===== src/rtl/xpar_pkg.sv =====
package xpar_pkg;
  localparam int XP_NREG  = 8;
  localparam int XP_WIDTH = 8;
  localparam int XP_AW    = $clog2(XP_NREG);
  localparam int XP_BW    = $clog2(XP_WIDTH);

  typedef logic [XP_WIDTH-1:0] xp_word_t;
  typedef logic [XP_NREG-1:0][XP_WIDTH-1:0] xp_file_t;

  typedef struct packed {
    logic [XP_NREG-1:0]  row;
    logic [XP_WIDTH-1:0] col;
    logic [XP_WIDTH-1:0] diag;
  } xp_chk_t;

  // wrapped diagonal that cell (r, c) belongs to
  function automatic int xp_diag_idx(input int r, input int c);
    return (r + c) % XP_WIDTH;
  endfunction

  // full cross-parity encoding of the register file
  function automatic xp_chk_t xp_encode(input xp_file_t f);
    xp_chk_t e;
    e = '0;
    for (int r = 0; r < XP_NREG; r++) begin
      for (int c = 0; c < XP_WIDTH; c++) begin
        e.row[r]                 ^= f[r][c];
        e.col[c]                 ^= f[r][c];
        e.diag[xp_diag_idx(r, c)] ^= f[r][c];
      end
    end
    return e;
  endfunction

  function automatic logic [XP_AW-1:0] xp_row_pos(input logic [XP_NREG-1:0] v);
    logic [XP_AW-1:0] p;
    p = '0;
    for (int i = 0; i < XP_NREG; i++) begin
      if (v[i]) p = XP_AW'(i);
    end
    return p;
  endfunction

  function automatic logic [XP_BW-1:0] xp_col_pos(input logic [XP_WIDTH-1:0] v);
    logic [XP_BW-1:0] p;
    p = '0;
    for (int i = 0; i < XP_WIDTH; i++) begin
      if (v[i]) p = XP_BW'(i);
    end
    return p;
  endfunction
endpackage


===== src/rtl/xpar_gen.sv =====
module xpar_gen
  import xpar_pkg::*;
(
  input  xp_file_t file_i,
  output xp_chk_t  chk_o
);
  assign chk_o = xp_encode(file_i);
endmodule


===== src/rtl/xpar_diag.sv =====
module xpar_diag
  import xpar_pkg::*;
(
  input  xp_chk_t           stored_i,
  input  xp_chk_t           live_i,
  output xp_chk_t           syn_o,
  output logic              err_o,
  output logic              fix_o,
  output logic [XP_AW-1:0]  fix_reg_o,
  output logic [XP_BW-1:0]  fix_bit_o
);
  logic                one_row;
  logic                one_col;
  logic                diag_hit;
  logic [XP_WIDTH-1:0] diag_expect;

  always_comb begin
    syn_o       = stored_i ^ live_i;
    err_o       = |syn_o;
    fix_reg_o   = xp_row_pos(syn_o.row);
    fix_bit_o   = xp_col_pos(syn_o.col);
    one_row     = $onehot(syn_o.row);
    one_col     = $onehot(syn_o.col);
    diag_expect = '0;
    diag_expect[xp_diag_idx(int'(fix_reg_o), int'(fix_bit_o))] = 1'b1;
    diag_hit    = (syn_o.diag == diag_expect);
    fix_o       = one_row & one_col & diag_hit;
  end
endmodule


===== src/rtl/xpar_store.sv =====
module xpar_store
  import xpar_pkg::*;
(
  input  logic              clk,
  input  logic              rst_n,
  input  logic              wr_en,
  input  logic [XP_AW-1:0]  wr_addr,
  input  xp_word_t          wr_data,
  input  logic              fix_en,
  input  logic [XP_AW-1:0]  fix_reg,
  input  logic [XP_BW-1:0]  fix_bit,
  input  xp_file_t          upset_map,
  input  xp_chk_t           chk_next,
  output xp_file_t          file_q,
  output xp_file_t          clean_next,
  output xp_chk_t           chk_q
);
  // repair first, then the write, so a write to the faulty register wins
  always_comb begin
    clean_next = file_q;
    if (fix_en) clean_next[fix_reg][fix_bit] = ~file_q[fix_reg][fix_bit];
    if (wr_en)  clean_next[wr_addr] = wr_data;
  end

  always_ff @(posedge clk or negedge rst_n) begin
    if (!rst_n) begin
      file_q <= '0;
      chk_q  <= '0;
    end else begin
      file_q <= clean_next ^ upset_map;
      if (wr_en) chk_q <= chk_next;
    end
  end
endmodule


===== src/rtl/xpar_regfile.sv =====
module xpar_regfile
  import xpar_pkg::*;
(
  input  logic                          clk,
  input  logic                          rst_n,
  input  logic                          wr_en,
  input  logic [XP_AW-1:0]              wr_addr,
  input  logic [XP_WIDTH-1:0]           wr_data,
  input  logic [XP_AW-1:0]              rd_addr_a,
  output logic [XP_WIDTH-1:0]           rd_data_a,
  input  logic [XP_AW-1:0]              rd_addr_b,
  output logic [XP_WIDTH-1:0]           rd_data_b,
  input  logic [XP_NREG*XP_WIDTH-1:0]   upset_map,
  output logic                          err_flag,
  output logic                          err_correctable,
  output logic [XP_NREG-1:0]            row_syndrome,
  output logic [XP_WIDTH-1:0]           col_syndrome,
  output logic [XP_WIDTH-1:0]           diag_syndrome
);
  xp_file_t          file_q;
  xp_file_t          clean_next;
  xp_file_t          upset_file;
  xp_chk_t           chk_q;
  xp_chk_t           chk_live;
  xp_chk_t           chk_next;
  xp_chk_t           syn;
  logic              fix_en;
  logic [XP_AW-1:0]  fix_reg;
  logic [XP_BW-1:0]  fix_bit;

  assign upset_file = upset_map;

  xpar_store u_store (
    .clk        (clk),
    .rst_n      (rst_n),
    .wr_en      (wr_en),
    .wr_addr    (wr_addr),
    .wr_data    (wr_data),
    .fix_en     (fix_en),
    .fix_reg    (fix_reg),
    .fix_bit    (fix_bit),
    .upset_map  (upset_file),
    .chk_next   (chk_next),
    .file_q     (file_q),
    .clean_next (clean_next),
    .chk_q      (chk_q)
  );

  // live encoder checks the stored file; next encoder prepares a write
  xpar_gen u_gen_live (.file_i(file_q),     .chk_o(chk_live));
  xpar_gen u_gen_next (.file_i(clean_next), .chk_o(chk_next));

  xpar_diag u_diag (
    .stored_i  (chk_q),
    .live_i    (chk_live),
    .syn_o     (syn),
    .err_o     (err_flag),
    .fix_o     (fix_en),
    .fix_reg_o (fix_reg),
    .fix_bit_o (fix_bit)
  );

  assign err_correctable = fix_en;
  assign row_syndrome    = syn.row;
  assign col_syndrome    = syn.col;
  assign diag_syndrome   = syn.diag;
  assign rd_data_a       = file_q[rd_addr_a];
  assign rd_data_b       = file_q[rd_addr_b];
endmodule


===== config.mk =====
export PLATFORM = sky130hd
export DESIGN_NAME = xpar_regfile
export DESIGN_NICKNAME = d
export VERILOG_FILES = /design/src/rtl/xpar_pkg.sv /design/src/rtl/xpar_gen.sv /design/src/rtl/xpar_diag.sv /design/src/rtl/xpar_store.sv /design/src/rtl/xpar_regfile.sv
export SDC_FILE = /design/constraint.sdc
export NUM_CORES = 1
export LEC_CHECK = 0
export CAP_MARGIN = 20
export CORE_UTILIZATION = 57
export DETAILED_ROUTE_END_ITERATION = 8
export DONT_BUFFER_PORTS = 1
export GPL_ROUTABILITY_DRIVEN = 0
export PLACE_DENSITY_LB_ADDON = 0.05
export SLEW_MARGIN = 25
export SYNTH_ARGS = -nofsm -noshare
export SYNTH_HDL_FRONTEND = slang
export SYNTH_SLANG_ARGS = --single-unit

===== constraint.sdc =====
create_clock -name clk -period 8.7 [get_ports clk]
set_clock_uncertainty 0.2 [all_clocks]
set_input_delay 1.305 -clock clk [delete_from_list [all_inputs] [get_ports clk]]
set_output_delay 1.305 -clock clk [all_outputs]
set_load 0.01 [all_outputs]

== Word-level counts from Yosys, hierarchy flattened ==
Index checks and enable logic that the tools add are counted.
Widths: inputs -> output; s select.

* Flip-flop bits (word level): 88
* Bits in latches: 0
* RAM bits: 0
* ROM bits: 0
* Bits of input ports: 84
* Output and inout port bits: 42
* Logic and storage cells: 421
* Memories: 0

* Add/sub/neg operators: 15
* $mul: 0
* Divide/modulo/power cells: 0
* Order comparisons: 10
* Eq/ne operators: 3
* Shift operators: 0
* Mux-type cells: 34
* Bitwise logic cells: 342
* Reduce and logical (&&, ||, !) cells: 6

{| class="wikitable"
|+ Operators with widths
! cell !! number
|-
| $xor 1x1->1 || 336
|-
| $bwmux 64 || 2
|-
| $mux 64 || 2
|-
| $bmux 8 s3 || 3
|-
| $xor 64x64->64 || 1
|-
| $demux 8 s3 || 2
|-
| $mux 8 || 5
|-
| $mux 3 || 10
|-
| $add 4x4->4 || 6
|-
| $reduce_or 24->1 || 1
|-
| $xor 24x24->24 || 1
|-
| $lt 3x4->1 const B || 5
|-
| $add 1x1->2 || 8
|-
| $ge 3x1->1 const B || 3
|-
| $eq 4x1->1 const B || 2
|-
| $eq 8x8->1 || 1
|-
| $demux 1 s3 || 2
|-
| $lt 4x5->1 const B || 1
|-
| $mux 1 || 5
|-
| $ge 4x1->1 const B || 1
|-
| $logic_and 1x1->1 || 4
|-
| $mux 2 || 2
|-
| $add 3x3->3 || 1
|-
| $bmux 1 s3 || 1
|-
| other kinds (4) || 5
|}

== Depth between registers and ports, before layout ==
Gate-level depths: netlist (run 1).

* Depth after elaboration: 34
* Depth in mapped cells: 27
* Mapped depth without buffers: 24

== Modules after synthesis ==
Synthesis (run 1) repeated with hierarchy kept, for this count alone.

* Cell total of the unflattened synthesis: 1604
* Area total of the unflattened synthesis: 12996.2 µm²

{| class="wikitable"
|+ By module, submodules not included
! module !! instances !! cells an instance !! area each (µm²) !! seq. area each (µm²)
|-
| xpar_store || 1 || 1091 || 7976.4 || 2202.1
|-
| xpar_gen || 2 || 168 || 1471.4 || 0.0
|-
| xpar_regfile || 1 || 58 || 1097.3 || 0.0
|-
| xpar_diag || 1 || 119 || 979.7 || 0.0
|}

== Worst setup path before layout (run 1) ==
Ideal clock, no wire load.

* Path kind: register to register
* From: register u_store.file_q[44] (netlist bit)
* To: register, netlist name u_store.chk_q[23]
* Library setup time: 0.125 ns
* Arrival: 6.261 ns
* Required time: 8.375 ns
* Path slack: 2.115 ns
* Stages on the path, launching flop included: 27
* Buffers on the path: 3
* Clock period less this slack: 6.585 ns
* Cell sequence: dfrtp_1 -> buf_4 -> xnor2_1 -> xnor3_1 -> xor2_2 -> inv_4 -> buf_4 -> ha_1 -> inv_1 -> fa_1 -> fa_1 -> inv_1 -> ha_1 -> inv_1 -> fa_1 -> nand4b_1 -> a211o_1 -> clkbuf_1 -> nor3_1 -> nand2_1 -> nor3_1 -> mux2_2 -> mux2i_1 -> xor2_1 -> xnor2_1 -> xnor3_1 -> mux2_2

* Cells in the longest elaborated chain, start to end: 27
* Elaborated cells on any way between the ends: 63
* Those cells by class: add/sub: 7; order compare: 6; eq/ne: 3; mux: 21; bitwise: 22; reduce/logical: 4

{| class="wikitable"
|+ RTL lines
! element !! RTL line !! text
|-
| from (decl) || xpar_store.sv:14 || <nowiki>output xp_file_t file_q,</nowiki>
|-
| from (signal assigned) || xpar_store.sv:30 || <nowiki>file_q <= clean_next ^ upset_map;</nowiki>
|-
| $xor 1x1->1, on equally long branches (3 in series) || xpar_pkg.sv:27, xpar_pkg.sv:28 ||
|-
| $xor 1x1->1 or $xor 24x24->24 (tied branches) || xpar_pkg.sv:27, xpar_diag.sv:18 ||
|-
| $xor 24x24->24 or $mux 3 (tied branches) || xpar_diag.sv:18, xpar_pkg.sv:48 ||
|-
| $mux 3, on equally long branches (3 in series) || xpar_pkg.sv:39, xpar_pkg.sv:48 ||
|-
| $add 3x3->3 || xpar_pkg.sv:18 || <nowiki>return (r + c) % XP_WIDTH;</nowiki>
|-
| $reduce_or 3->1 (no source line) || -- ||
|-
| $and 1x1->1 (no source line) || -- ||
|-
| $lt 4x5->1 (not written as such) or $ge 4x1->1 (tied branches) || xpar_diag.sv:25 || <nowiki>diag_expect[xp_diag_idx(int'(fix_reg_o), int'(fix_bit_o))] = 1'b1;</nowiki>
|-
| [... 2 more ...] || -- ||
|-
| $demux 1 s3 || -- ||
|-
| $eq 8x8->1 || xpar_diag.sv:26 || <nowiki>diag_hit = (syn_o.diag == diag_expect);</nowiki>
|-
| $and 1x1->1 || xpar_diag.sv:27 || <nowiki>fix_o = one_row & one_col & diag_hit;</nowiki>
|-
| $mux 64 (*) || xpar_store.sv:21 || <nowiki>if (fix_en) clean_next[fix_reg][fix_bit] = ~file_q[fix_reg][fix_bit];</nowiki>
|-
| $bwmux 64 || xpar_store.sv:22 || <nowiki>if (wr_en) clean_next[wr_addr] = wr_data;</nowiki>
|-
| $mux 64 (*) || xpar_store.sv:22 ||
|-
| $xor 1x1->1 (6 in series) || xpar_pkg.sv:27 || <nowiki>e.row[r] ^= f[r][c];</nowiki>
|-
| $xor 1x1->1 (*) || xpar_pkg.sv:27 ||
|}

Mark *: on every way between the ends. The rest lies on a longest branch, timed or not. The select of a mux whose other input is x is not followed.
A chain may end at the register's enable or synchronous reset.

== Worst setup path in the final report (run 1) ==
* From: register u_store.file_q[21] (netlist bit)
* To: register, netlist name u_store.chk_q[22]

* Cells in the longest elaborated chain, start to end: 29
* Elaborated cells on any way between the ends: 70
* Those cells by class: add/sub: 7; order compare: 6; eq/ne: 3; mux: 23; bitwise: 27; reduce/logical: 4

{| class="wikitable"
|+ RTL lines
! element !! RTL line !! text
|-
| $xor 1x1->1 (*) (3 in series) || xpar_pkg.sv:27 ||
|-
| $xor 24x24->24 (*) || xpar_diag.sv:18 || <nowiki>syn_o = stored_i ^ live_i;</nowiki>
|-
| named net row_syndrome[2] || xpar_regfile.sv:16 || <nowiki>output logic [XP_NREG-1:0] row_syndrome,</nowiki>
|-
| $mux 3 (6 in series) || xpar_pkg.sv:39 || <nowiki>if (v[i]) p = XP_AW'(i);</nowiki>
|-
| $add 3x3->3 || xpar_pkg.sv:18 ||
|-
| $reduce_or 3->1 (no source line) || -- ||
|-
| $and 1x1->1 (no source line) || -- ||
|-
| $lt 4x5->1 (not written as such) or $ge 4x1->1 (tied branches) || xpar_diag.sv:25 ||
|-
| [... 2 more ...] || -- ||
|-
| $demux 1 s3 || -- ||
|-
| $eq 8x8->1 || xpar_diag.sv:26 ||
|-
| $and 1x1->1 || xpar_diag.sv:27 ||
|-
| $mux 64 (*) || xpar_store.sv:21 ||
|-
| $bwmux 64 || xpar_store.sv:22 ||
|-
| $mux 64 (*) || xpar_store.sv:22 ||
|-
| $xor 1x1->1 (6 in series) || xpar_pkg.sv:27 ||
|-
| $xor 1x1->1 (*) || xpar_pkg.sv:27 ||
|}

The timed path passes the listed nets; every way through them passes the cells marked *. The select of a mux whose other input is x is not followed.

==> results of run 1 <==
## registers in the layout (all words and copies together) (netlist names)
signal          count
u_store.chk_q      24
u_store.file_q     64
## how the worst min path moves through the flow
stage | end | start | slack [ns] | depth (start not counted)
after floorplan | u_store.chk_q[0] | u_store.chk_q[0] | 0.30 | 1
after global placement | u_store.chk_q[15] | u_store.chk_q[15] | 0.32 | 1
after detailed placement | u_store.chk_q[15] | u_store.chk_q[15] | 0.32 | 1
after CTS | u_store.chk_q[15] | u_store.chk_q[15] | 0.34 | 1
after global routing | u_store.chk_q[15] | u_store.chk_q[15] | 0.35 | 1
final | u_store.chk_q[15] | u_store.chk_q[15] | 0.33 | 1
## Yosys cell counts (6+ instances only)
cell,instances,share of area (%)
a211oi_1,17,1.1
a21oi_1,33,1.4
a21oi_2,9,0.68
a221oi_1,11,0.83
a31oi_1,17,0.92
and2_1,6,0.32
buf_1,7,0.23
buf_2,44,1.9
buf_4,9,0.58
clkbuf_1,55,1.8
dfrtp_1,88,19
fa_1,9,1.6
ha_1,24,2.6
inv_1,56,1.8
mux2_2,41,4.0
mux2i_1,32,2.8
mux4_2,32,6.2
nand2_1,37,1.2
nand2b_1,6,0.32
nand3_1,17,0.73
nand4_1,8,0.43
nor2_1,56,1.8
nor3_1,41,1.8
nor4_1,12,0.65
o211ai_1,6,0.39
o21ai_0,13,0.56
o21ai_1,12,0.52
o31ai_1,19,1.2
xnor2_1,245,18
xnor3_1,42,8.1
xor2_1,86,6.5
## final cells by class
type / instances / area, sq um / area share [%]
Timing Repair Buffer: 56 / 420 / 3.47
Tap cell: 265 / 332 / 2.74
Inverter: 61 / 231 / 1.91
Clock buffer: 10 / 239 / 1.97
Clock inverter: 6 / 42.5 / 0.351
Sequential cell: 88 / 2200 / 18.2
Multi-Input combinational cell: 930 / 8650 / 71.4
## stage by stage
| step | hold slack (ns) | setup WS (ns) | util [%] | std cells | cell area [sq um] |
|---|---|---|---|---|---|
| 2_1_floorplan | 0.302 | 2.11 | - | 1198 | 11600 |
| 3_3_place_gp | 0.322 | 0.874 | 60.0 | 1400 | 11800 |
| 3_5_place_dp | 0.323 | 0.825 | 60.0 | 1400 | 11800 |
| 4_1_cts | 0.339 | 0.786 | 61.4 | 1416 | 12100 |
| 5_1_grt | 0.346 | 0.422 | 61.5 | 1416 | 12100 |
| 6_report | 0.335 | 0.643 | 61.5 | 1416 | 12100 |
## cell usage in the layout, fill, tap and decap left out, types with 5 or more instances in the layout
cell	instances
a211o_1	5
a211oi_1	17
a21oi_1	33
a21oi_2	9
a221oi_1	11
a311oi_1	5
a31oi_1	16
a32oi_1	5
and2_1	6
and3_1	5
buf_4	56
clkbuf_16	9
dfrtp_1	88
fa_1	9
ha_1	24
inv_1	56
mux2_2	41
mux2i_1	32
mux2i_2	5
mux4_2	32
nand2_1	37
nand2b_1	6
nand3_1	17
nand4_1	8
nor2_1	56
nor3_1	40
nor4_1	12
o211ai_1	6
o21ai_0	13
o21ai_1	12
o31ai_1	19
xnor2_1	245
xnor3_1	42
xor2_1	86
## logic make-up after synthesis
group	after synthesis	synth area share [%]
fa+ha+maj	33	4.14
simple gates	215	9.44
xor+xnor	381	34.6
buf+inv	180	6.76
flops	88	19.0
compound gates	190	12.4
mux	111	13.7
## routing by layer
metal	up-vias	track usage [%]	share of wire, %
li1	4058	-	-
met1	4710	57.2	38
met2	734	66.3	44
met3	178	10.9	12
met4	0	26.5	6.7
met5	-	0	0
==> out/metrics.cfg, run 1 <==
[synth]
synth-edff-count = 0
async_reset_ff_share_pct = 100
synth.distinct_cells = 84
ys_seq_area_share_pct = 19.0
synth.avg_cell_area_sq_um = 9.69
ys_warn_count = 0
synth_seq_cells = 88
synthFlopType = dfrtp_1
netlist_instances = 1198
syn-num-nets = 1315
netlist_area_sq_mm = 0.0116

[worst_setup_path]
endpoint_kind = flop
cp-endpoint = u_store.chk_q[22]
cp_slowest_cell = xnor2_1
start_kind = flop
rr_endpoint = u_store.chk_q[22]
path_buf_inv = 4
cp.required_ns = 8.74
ff2ff_setup_slack_ns = 0.64
ff2ff_path_depth = 23
crit_type = flop to flop
cp_cell_sequence = xnor2_1 > xnor3_1 > xnor2_1 > inv_1 > ha_1 > inv_1 > fa_1 > fa_1 > inv_1 > ha_1 > inv_1 > fa_1 > nand4b_1 > a211o_1 > nor2_1 > nand3_1 > nor3_1 > mux2_2 > mux2i_1 > xnor3_1 > xnor2_1 > xnor2_1 > a21oi_1
critical_path.max_stage_delay_ns = 0.63
crit_fanout = 11
path_delay_family = XOR/XNOR gates
critical_path_arrival_ns = 8.10
cp_num_cells = 23
startpoint = u_store.file_q[21]
r2r-start = u_store.file_q[21]

[timing]
tightest_slew_ns = 1.01
setup_tns_ns = 0
slew_violations = 0
fin_crit_ns = 8.06
timing.final.crit_share_pct = 92.6
relSlewSlack_pct = 32.5
rsz0062_at_grt = false
finalSetupViolations = 0
hold_viol = 0
fmax_mhz = 124

[floorplan]
core_sq_mm = 0.0197
die_area_sq_mm = 0.0209
ios = 126
start_util_pct = 58.9
die_w_um = 145
die_h_um = 145
rows = 51

[routing]
drt_wl_total_um = 44900
drt_iter0_markers = 1401
routedWlPerCell_um = 31.7
viasPerCell = 6.84
drcViolationCount = 0
ant_nets = 0
firstDrtPassIters = 7
vias = 9680

[global_route]
first_global_vias = 9217
grt_pass1_wl_um = 63500
grt_start_max_net_pins = 89
grt_use_total_pct = 44.1
gr-total-overflow = 0
antenna_found_initial = 0

[cts]
cts_max_level = 3
cts_tree = built
cts_buffers = 9
clkTransAtPathRegs_ns = 0.07
clockBufferDepth = 2
hold_buffers = 0
cts_root_buffer = clkbuf_16
cts_sinks = 88
clock_latency_ns = 0.35
cts_setup_buffers = 0
postCtsResizedCells = 0

[cells_and_area]
antenna_cells = 0
fillers = 1668
final_net_count = 1263
drive_gt1_share_pct = 17.6
area_growth_pct = 4.40

[outcome]
status = finished, final reports clean

[min_path]
hold_path_class = flop to flop

[placed_design]
port_buffers = 0
dpl.hpwl_um = 34300

[run]
max-cap-violations = 0

Power of run 1 is not shown: default switching activity piles up to over one toggle a cycle in this logic, so the estimate is an artifact.
==> run 2, diff against run 1 <==
==> constraint.sdc (replaced) <==
create_clock -name clk -period 8.7 [get_ports clk]
set_clock_uncertainty 0.2 [all_clocks]
set_input_delay 0.435 -clock clk [delete_from_list [all_inputs] [get_ports clk]]
set_output_delay 0.435 -clock clk [all_outputs]
set_load 0.01 [all_outputs]
==> out/metrics.cfg, run 2 (same netlist as run 1, synthesis figures left out) <==
[floorplan]
die_h_um = 145
rows = 51
start_util_pct = 58.9
ios = 126
die_area_sq_mm = 0.0209
core_sq_mm = 0.0197
die_w_um = 145

[cells_and_area]
multi_input_area_sq_mm = 0.00865
largestRegisters = u_store.file_q x64, u_store.chk_q x24
layout_commonest_cell = xnor2_1
ff_latch_area_sq_mm = 0.00220
fillers = 1602
largest_register_ffs = 64
area_growth_pct = 9.88
final_net_count = 1326
largest-register = u_store.file_q
drive_gt1_share_pct = 16.8
antenna_cells = 0
final_cell_mix = xnor2_1, dfrtp_1, xor2_1, dlygate4sd3_1

[outcome]
status = finished, final reports clean

[timing]
fin_crit_ns = 8.16
finalSetupViolations = 0
hold_viol = 0
slew_violations = 0
setup_tns_ns = 0
tightest_slew_ns = 1.19
timing.final.crit_share_pct = 93.8
relSlewSlack_pct = 20.4
fmax_mhz = 123
rsz0062_at_grt = false

[worst_setup_path]
ff2ff_path_depth = 22
crit_type = flop to flop
cp.required_ns = 8.74
r2r-start = u_store.file_q[21]
critical_path_arrival_ns = 8.20
endpoint_kind = flop
startpoint = u_store.file_q[21]
rr_endpoint = u_store.chk_q[15]
start_kind = flop
ff2ff_setup_slack_ns = 0.54
crit_fanout = 16

[cts]
clkTransAtPathRegs_ns = 0.07
cts_tree = built
cts_buffers = 9
cts_max_level = 3
cts_root_buffer = clkbuf_16
clockBufferDepth = 2
clock_latency_ns = 0.35
cts_sinks = 88

[routing]
ant_nets = 0
drcViolationCount = 0
drt_wl_total_um = 46000
routedWlPerCell_um = 31.1
firstDrtPassIters = 6
vias = 10058
viasPerCell = 6.80
drt_iter0_markers = 1397

[global_route]
grt_start_max_net_pins = 89
first_global_vias = 9681
antenna_found_initial = 0
grt_pass1_wl_um = 65400
gr-total-overflow = 0
grt_use_total_pct = 45.3

[min_path]
whs_path_depth = 1
min_from = upset_map[48]
whs_endpoint = u_store.file_q[48]
hold_path_class = input pin to flop

[run]
max-cap-violations = 0

[placed_design]
port_buffers = 0
dpl.hpwl_um = 34300

run 2: cell types whose count changed in the layout (fill, tap and decap cells not counted), sizes merged:
cell / change
dlygate4sd3: +61
buf: +2
run 2: layout make-up:
cell class | count | share of cell area [%]
multi-input combinational | 930 | 67.8
sequential | 88 | 17.3
timing repair buffer | 119 | 8.34
tap | 265 | 2.60
clock buffer | 10 | 1.87
inverter | 61 | 1.81
clock inverter | 6 | 0.333
run 2: worst max-delay path by stage:
stage	endpoint	cells after the start	slack, ns
2_1_floorplan	u_store.chk_q[23]	26	2.11
3_3_place_gp	u_store.chk_q[15]	22	0.87
3_5_place_dp	u_store.chk_q[22]	23	0.82
4_1_cts	u_store.chk_q[22]	23	0.73
5_1_grt	u_store.chk_q[15]	22	0.31
6_report	u_store.chk_q[15]	22	0.54
run 2: stage by stage:
| step | cell area [sq um] | cells | util [%] | setup slack (ns) | hold WS, ns |
|---|---|---|---|---|---|
| global placement | 11800 | 1400 | 60.0 | 0.874 | -0.0582 |
| detailed placement | 11800 | 1400 | 60.0 | 0.825 | -0.0570 |
| global route | 12800 | 1479 | 64.7 | 0.313 | 0.0105 |
| finish | 12800 | 1479 | 64.7 | 0.537 | 0.00994 |
| floorplan | 11600 | 1198 | - | 2.11 | -0.0606 |
| CTS | 12800 | 1479 | 64.7 | 0.732 | 0.00409 |
run 2: critical path, cell delays in order (launching register included):
cell      delay [ns]
dfrtp_1         0.52
xnor2_1         0.39
xnor3_1         0.50
xnor2_1         0.61
inv_1           0.14
ha_1            0.24
nor2b_1         0.16
mux2i_1         0.10
buf_4           0.20
nor2_2          0.38
nor2_1          0.14
fa_1            0.66
and3_1          0.20
o211ai_1        0.12
a211oi_2        0.36
a31o_2          0.42
nand3_1         0.19
nor4_4          0.77
a31oi_1         0.64
xnor2_1         0.42
xnor2_1         0.17
xnor3_1         0.23
mux2_2          0.27
run 2: routing by layer:
layer	GRT usage, %	vias up	wire, um	part of all wire (%)
met1	57.8	4821	16700	36
met5	0	-	0	0
li1	-	4187	-	-
met4	30.8	0	3600	7.8
met2	67.1	829	19600	43
met3	12.3	221	6100	13
run 2: what timing repair did:
item                      CTS  global route
hold endpoints to repair  164             0
gates resized for setup     0             0
hold buffers               63             0
setup buffers               0             0
Power of run 2 is left out for the same reason.
